===== src/rtl/dsr_pkg.sv =====
package dsr_pkg;
  typedef enum logic [1:0] {
    RX_STRAIGHT = 2'd0,
    RX_SWAP     = 2'd1,
    RX_MERGE    = 2'd2,
    RX_RSVD     = 2'd3
  } rx_route_e;
endpackage


===== src/rtl/dsr_rx_route.sv =====
module dsr_rx_route
  import dsr_pkg::*;
#(
  parameter int W = 14
) (
  input  logic         clk,
  input  logic         rst_n,
  input  logic [1:0]   mode_req,
  input  logic [W-1:0] a_data,
  input  logic         a_valid,
  output logic         a_ready,
  input  logic [W-1:0] b_data,
  input  logic         b_valid,
  output logic         b_ready,
  output logic [W-1:0] oa_data,
  output logic         oa_valid,
  input  logic         oa_ready,
  output logic [W-1:0] ob_data,
  output logic         ob_valid,
  input  logic         ob_ready
);
  rx_route_e mode_q, mode_d;
  logic      turn_b_q, turn_b_d;
  logic      oa_fire;

  always_comb begin
    a_ready  = 1'b0;
    b_ready  = 1'b0;
    oa_data  = '0;
    oa_valid = 1'b0;
    ob_data  = '0;
    ob_valid = 1'b0;
    unique case (mode_q)
      RX_SWAP: begin
        oa_data = b_data; oa_valid = b_valid; b_ready = oa_ready;
        ob_data = a_data; ob_valid = a_valid; a_ready = ob_ready;
      end
      RX_MERGE: begin
        if (turn_b_q) begin
          oa_data = b_data; oa_valid = b_valid; b_ready = oa_ready;
        end else begin
          oa_data = a_data; oa_valid = a_valid; a_ready = oa_ready;
        end
      end
      default: begin
        oa_data = a_data; oa_valid = a_valid; a_ready = oa_ready;
        ob_data = b_data; ob_valid = b_valid; b_ready = ob_ready;
      end
    endcase
  end

  assign oa_fire = oa_valid && oa_ready;

  always_comb begin
    turn_b_d = 1'b0;
    if (mode_q == RX_MERGE) turn_b_d = oa_fire ? !turn_b_q : turn_b_q;
    mode_d = mode_q;
    if (!turn_b_d) mode_d = rx_route_e'(mode_req);
  end

  always_ff @(posedge clk or negedge rst_n) begin
    if (!rst_n) begin
      mode_q   <= RX_STRAIGHT;
      turn_b_q <= 1'b0;
    end else begin
      mode_q   <= mode_d;
      turn_b_q <= turn_b_d;
    end
  end


  merge_excl_chk: assert property (@(posedge clk) disable iff (!rst_n)
    (mode_q == RX_MERGE) |-> $onehot0({a_ready, b_ready}));

  merge_b_idle_chk: assert property (@(posedge clk) disable iff (!rst_n)
    (mode_q == RX_MERGE) |-> (!ob_valid && ob_data == '0));

  pair_hold_chk: assert property (@(posedge clk) disable iff (!rst_n)
    (turn_b_q && !(b_valid && oa_ready)) |=> (mode_q == RX_MERGE));
endmodule


===== src/rtl/dsr_tx_route.sv =====
module dsr_tx_route #(
  parameter int W = 14
) (
  input  logic         clk,
  input  logic         rst_n,
  input  logic         il_req,
  input  logic [W-1:0] p_data,
  input  logic         p_valid,
  output logic         p_ready,
  input  logic [W-1:0] s_data,
  input  logic         s_valid,
  output logic         s_ready,
  output logic [W-1:0] ch1_data,
  output logic         ch1_upd,
  output logic [W-1:0] ch2_data,
  output logic         ch2_upd
);
  logic         il_q, il_d;
  logic         ph_q, ph_d;
  logic [W-1:0] hold_q, hold_d;
  logic [W-1:0] ch1_q, ch1_d, ch2_q, ch2_d;
  logic         u1_q, u1_d, u2_q, u2_d;
  logic         switching, p_fire, s_fire;

  assign switching = (il_req != il_q);
  assign p_ready   = !switching;
  assign s_ready   = !switching && !il_q;
  assign p_fire    = p_valid && p_ready;
  assign s_fire    = s_valid && s_ready;

  always_comb begin
    il_d   = il_q;
    ph_d   = ph_q;
    hold_d = hold_q;
    ch1_d  = ch1_q;
    ch2_d  = ch2_q;
    u1_d   = 1'b0;
    u2_d   = 1'b0;
    if (switching) begin
      il_d = il_req;
      ph_d = 1'b0;
    end else if (il_q) begin
      if (p_fire && !ph_q) begin
        hold_d = p_data;
        ph_d   = 1'b1;
      end else if (p_fire) begin
        ch1_d = hold_q;
        ch2_d = p_data;
        u1_d  = 1'b1;
        u2_d  = 1'b1;
        ph_d  = 1'b0;
      end
    end else begin
      if (p_fire) begin ch1_d = p_data; u1_d = 1'b1; end
      if (s_fire) begin ch2_d = s_data; u2_d = 1'b1; end
    end
  end

  always_ff @(posedge clk or negedge rst_n) begin
    if (!rst_n) begin
      il_q   <= 1'b0;
      ph_q   <= 1'b0;
      hold_q <= '0;
      ch1_q  <= '0;
      ch2_q  <= '0;
      u1_q   <= 1'b0;
      u2_q   <= 1'b0;
    end else begin
      il_q <= il_d;
      ph_q <= ph_d;
      u1_q <= u1_d;
      u2_q <= u2_d;
      if (!switching && il_q && p_fire && !ph_q) hold_q <= hold_d;
      if (u1_d) ch1_q <= ch1_d;
      if (u2_d) ch2_q <= ch2_d;
    end
  end

  assign ch1_data = ch1_q;
  assign ch2_data = ch2_q;
  assign ch1_upd  = u1_q;
  assign ch2_upd  = u2_q;


  pair_upd_chk: assert property (@(posedge clk) disable iff (!rst_n)
    (il_q && !switching && ph_q && p_valid) |=> (ch1_upd && ch2_upd));

  sec_block_chk: assert property (@(posedge clk) disable iff (!rst_n)
    (il_q && !switching) |=> !ch2_upd || ch1_upd);

  switch_phase_chk: assert property (@(posedge clk) disable iff (!rst_n)
    switching |=> (!ph_q && !ch1_upd && !ch2_upd));
endmodule


===== src/rtl/dual_sample_router.sv =====
module dual_sample_router #(
  parameter int W = 14
) (
  input  logic         clk,
  input  logic         rst_n,
  input  logic [1:0]   rx_mode,
  input  logic         tx_interleave,
  input  logic [W-1:0] rx_a_data,
  input  logic         rx_a_valid,
  output logic         rx_a_ready,
  input  logic [W-1:0] rx_b_data,
  input  logic         rx_b_valid,
  output logic         rx_b_ready,
  output logic [W-1:0] out_a_data,
  output logic         out_a_valid,
  input  logic         out_a_ready,
  output logic [W-1:0] out_b_data,
  output logic         out_b_valid,
  input  logic         out_b_ready,
  input  logic [W-1:0] tx_p_data,
  input  logic         tx_p_valid,
  output logic         tx_p_ready,
  input  logic [W-1:0] tx_s_data,
  input  logic         tx_s_valid,
  output logic         tx_s_ready,
  output logic [W-1:0] dac1_data,
  output logic         dac1_upd,
  output logic [W-1:0] dac2_data,
  output logic         dac2_upd
);
  dsr_rx_route #(.W(W)) u_rx (
    .clk(clk), .rst_n(rst_n), .mode_req(rx_mode),
    .a_data(rx_a_data), .a_valid(rx_a_valid), .a_ready(rx_a_ready),
    .b_data(rx_b_data), .b_valid(rx_b_valid), .b_ready(rx_b_ready),
    .oa_data(out_a_data), .oa_valid(out_a_valid), .oa_ready(out_a_ready),
    .ob_data(out_b_data), .ob_valid(out_b_valid), .ob_ready(out_b_ready)
  );

  dsr_tx_route #(.W(W)) u_tx (
    .clk(clk), .rst_n(rst_n), .il_req(tx_interleave),
    .p_data(tx_p_data), .p_valid(tx_p_valid), .p_ready(tx_p_ready),
    .s_data(tx_s_data), .s_valid(tx_s_valid), .s_ready(tx_s_ready),
    .ch1_data(dac1_data), .ch1_upd(dac1_upd),
    .ch2_data(dac2_data), .ch2_upd(dac2_upd)
  );


  reset_quiet_chk: assert property (@(posedge clk) disable iff (!rst_n)
    $rose(rst_n) |-> (!dac1_upd && !dac2_upd));
endmodule


===== config.mk =====
export PLATFORM = sky130hd
export DESIGN_NAME = dual_sample_router
export DESIGN_NICKNAME = d
export VERILOG_FILES = /design/src/rtl/dsr_pkg.sv /design/src/rtl/dsr_rx_route.sv /design/src/rtl/dsr_tx_route.sv /design/src/rtl/dual_sample_router.sv
export SDC_FILE = /design/constraint.sdc
export NUM_CORES = 1
export LEC_CHECK = 0
export BUFFER_PORTS_ARGS = -buffer_cell sky130_fd_sc_hd__buf_2
export CORE_ASPECT_RATIO = 1.2
export CORE_UTILIZATION = 41
export DETAILED_ROUTE_END_ITERATION = 16
export PLACE_DENSITY = 0.75
export SETUP_SLACK_MARGIN = 0.02
export SYNTH_ARGS = -nofsm -noshare
export SYNTH_HDL_FRONTEND = slang
export SYNTH_SLANG_ARGS = --single-unit

===== constraint.sdc =====
create_clock -name clk -period 2.1 [get_ports clk]
set_input_delay 0.315 -clock clk [delete_from_list [all_inputs] [get_ports clk]]
set_output_delay 0.315 -clock clk [all_outputs]
set_load 0.005 [all_outputs]

==> summary.md <==
- chip height: 88.56 µm
- fraction of final layout cells sized beyond drive strength 1: 0.4348
- width of the die: 74.13 µm
- worst-path maximum fanout: 16
- CP Data Required Time: 1780 ps
- flip-flop and latch count after synthesis: 49
- Final Routed Wirelength: 5945 µm
- minimum setup slack among reg-to-reg paths: 240 ps
- Net Count, Synth: 333
- Post-Syn Instances: 262
- worst IR drop on VDD: 0.8423 mV
- headroom to the max-slew limit: 0.5961
- number of global-route vias before repair: 2,128
- DP HPWL: 4464 µm
- count of different cell masters after synthesis: 21
- TritonCTS clock tree: done
- number of pins with negative max-slew slack in the final report: 0
- starting density of the core: 0.4258
- share of the core filled with cells: 0.5690
- Hold/Removal Path Class: in -> async
- largest area contributor in the synthesized netlist: dfrtp_1
- initial antenna violation count: 1
- detailed router's first-iteration violation count: 32
- post-layout minimum cycle time: 1991 ps
- maximum number of pins on one net before global-route repair: 50
- Final GP Congestion: 0.7123
- residual DRC count: 0
- share of the yosys chip area belonging to registers: 0.4790
- actual transition at the worst max-transition pin: 605.8 ps
- async set-reset flop share out of synthesis: 1.000
- total global routing track utilization: 0.1822
- Post-Route Skew: 6.266 ps
- Crit Path Class: reg -> out
- leading post-synthesis cells by cell area: dfrtp_1 (48%), mux2i_1 (11%), mux2_2 (7.0%), a21oi_1 (6.1%), a22o_1 (5.5%)
- source of the worst register-to-register timing path: u_rx.mode_q[0]
- total number of H-tree levels: 2
- final worst path period share: 0.9480
- unrepaired setup endpoints after global routing: true
- number of placement rows: 31
- minimum hold slack: 92.01 ps
- number of clock sinks: 49
- Max Freq: 0.5023 GHz
- Worst Reg2Reg Path Length in Cells: 6
- primary flip-flop cell chosen by synthesis mapping: dfrtp_1
- CP endpoint kind: output port
- Worst EP arrival: 1680 ps
- top-level I/O count: 131
- average detailed-routed wire length per instance: 12.54 µm
- count of endpoints failing hold in the final timing report: 0
- remaining global-route overflow: 0
- count of port buffers added during placement: 130
- Max-Cap Viols: 0
- core outline area: 6012 µm²
- filler instances: 520
- total iterations of the first detailed-routing run: 4
- Cell Pwr Density: 1123 nW/µm²
- average size of a mapped cell: 9.771 µm²
- Vias: 2,371
- nature of the critical path startpoint: register
- Total Negative Setup Slacks: 0 ps
- post-CTS clock slew at the launch and capture registers of the worst setup and hold paths: 90 ps
- area delta synth->final: 33.63%
- area fraction of the dominant cell type after synthesis: 0.4790
- number of enable flip-flop cells after synthesis: 0
- clock latency on the worst-skew pair: 310 ps
- Inserted Clock Buffers: 5
- die outline area: 6565 µm²
- count of warnings emitted by yosys: 0
- global-route wire length before repair: 9142 µm
- static leakage power: 1.746 nW
- outcome: finished clean
- number of buffers added to fix hold violations after cts: 0
- area of the mapped netlist: 2560 µm²
- via/cell ratio: 5.002
- number of antenna-violating nets in the routed design: 0
- capture point of the worst reg-to-reg path: u_rx.mode_q[1]
- CTS root buffer: clkbuf_8
- Final #Nets: 461
- maximum number of buffers from clock root to sink: 2
- Final Setup Violations: 0
==> power by group <==
part           internal (mW)  switching [mW]
Clock                  0.235           0.318
Sequential              1.37           0.215
Combinational          0.854           0.854
Total                   2.46            1.39
==> how the worst max path moves through the flow <==
| stage | end | startpoint | slack (ps) |
|---|---|---|---|
| global placement | u_rx.mode_q[0] | u_rx.mode_q[0] | 200 |
| CTS | out_a_data[0] | u_rx.mode_q[0] | 20 |
| global route | out_a_data[0] | u_rx.mode_q[0] | 20 |
| detailed placement | u_rx.mode_q[1] | u_rx.mode_q[0] | 140 |
| floorplan | u_rx.mode_q[0] | u_rx.mode_q[0] | 70 |
| finish | out_a_data[0] | u_rx.mode_q[0] | 110 |
==> cells by family (layout without fill, tap and decap cells) <==
kind of cell | after synthesis | after routing | share of synthesized area
AND/OR/NAND/NOR | 73 | 73 | 0.1139
flip-flops | 49 | 49 | 0.4790
multiplexers | 45 | 45 | 0.1838
AO/OA/AOI/OAI | 66 | 66 | 0.1569
buffers and inverters | 25 | 154 | 0.04692
other | 0 | 1 | 0
adder cells (fa/ha/maj) | 4 | 4 | 0.01955
==> cell type report <==
class                   count  area (µm²)  area share
multi-input cells         188        1246      0.3643
flip-flops and latches     49        1226      0.3585
repair buffers            140       733.2      0.2143
well taps                  82       102.6     0.02999
clock buffers               6       72.57     0.02121
inverters                   6       22.52    0.006584
clock inverters             2       15.01    0.004389
diodes                      1       2.502   0.0007315
==> worst max-delay path, stage by stage (launching register included) <==
cell	delay, ps
dfrtp_1	380
buf_4	130
ha_1	210
a21oi_2	120
nor2_2	60
buf_6	150
a22o_1	190
buf_2	120
==> synthesized netlist by cell type, types with 2 or more instances <==
library cell  number
nor2_1            29
ha_1               4
nand2b_1           2
inv_1              6
a22o_1            16
clkbuf_1          10
nand2_1           35
buf_6              2
nand3_1            2
a21oi_1           31
o21ai_0           18
buf_2              6
nor3_1             2
dfrtp_1           49
mux2i_1           29
mux2_2            16
==> layout by cell type, fill, tap and decap left out, types with 2 or more instances in the layout <==
| master | Yosys | routed |
|---|---|---|
| a22o_1 | 16 | 16 |
| nand2_1 | 35 | 35 |
| a21oi_2 | 0 | 2 |
| nand3_1 | 2 | 2 |
| dfrtp_1 | 49 | 49 |
| mux2i_1 | 29 | 29 |
| buf_2 | 6 | 130 |
| buf_4 | 1 | 8 |
| a21oi_1 | 31 | 29 |
| nor2_1 | 29 | 29 |
| ha_1 | 4 | 3 |
| clkinvlp_4 | 0 | 2 |
| inv_1 | 6 | 6 |
| buf_6 | 2 | 2 |
| clkbuf_8 | 0 | 5 |
| mux2_2 | 16 | 16 |
| o21ai_0 | 18 | 18 |
==> flip-flops by register name, indices dropped and copies added (netlist names) <==
name and count:
u_tx.il_q 1, u_tx.ch2_data 14, u_rx.mode_q 2, u_tx.ph_q 1, u_rx.turn_b_q 1, u_tx.ch1_data 14, u_tx.ch1_upd 1, u_tx.hold_q 14
u_tx.ch2_upd 1
==> metal layers <==
layer	vias up	track usage	routed length, µm
li1	1167	-	-
met1	1087	0.2003	2517
met2	111	0.3397	2885
met3	6	0.04100	460
met4	0	0.06294	81
met5	-	0	0
==> metrics by stage <==
step                setup WS [ps]  std cells  power, mW  area, µm²
finish                      109.3        474      3.843       3421
detailed placement          141.4        464      3.311       3292
CTS                         20.18        473      3.877       3398
global route                18.04        473      4.148       3418
floorplan                   71.66        262      2.639       2560
global placement            204.0        464      3.242       3292
==> what timing repair did <==
action,4_1_cts,5_1_grt
setup buffers,1,0
endpoints found under the setup margin,15,25
gates resized for setup,2,3
No activity file was read; power rests on OpenSTA's default activity.
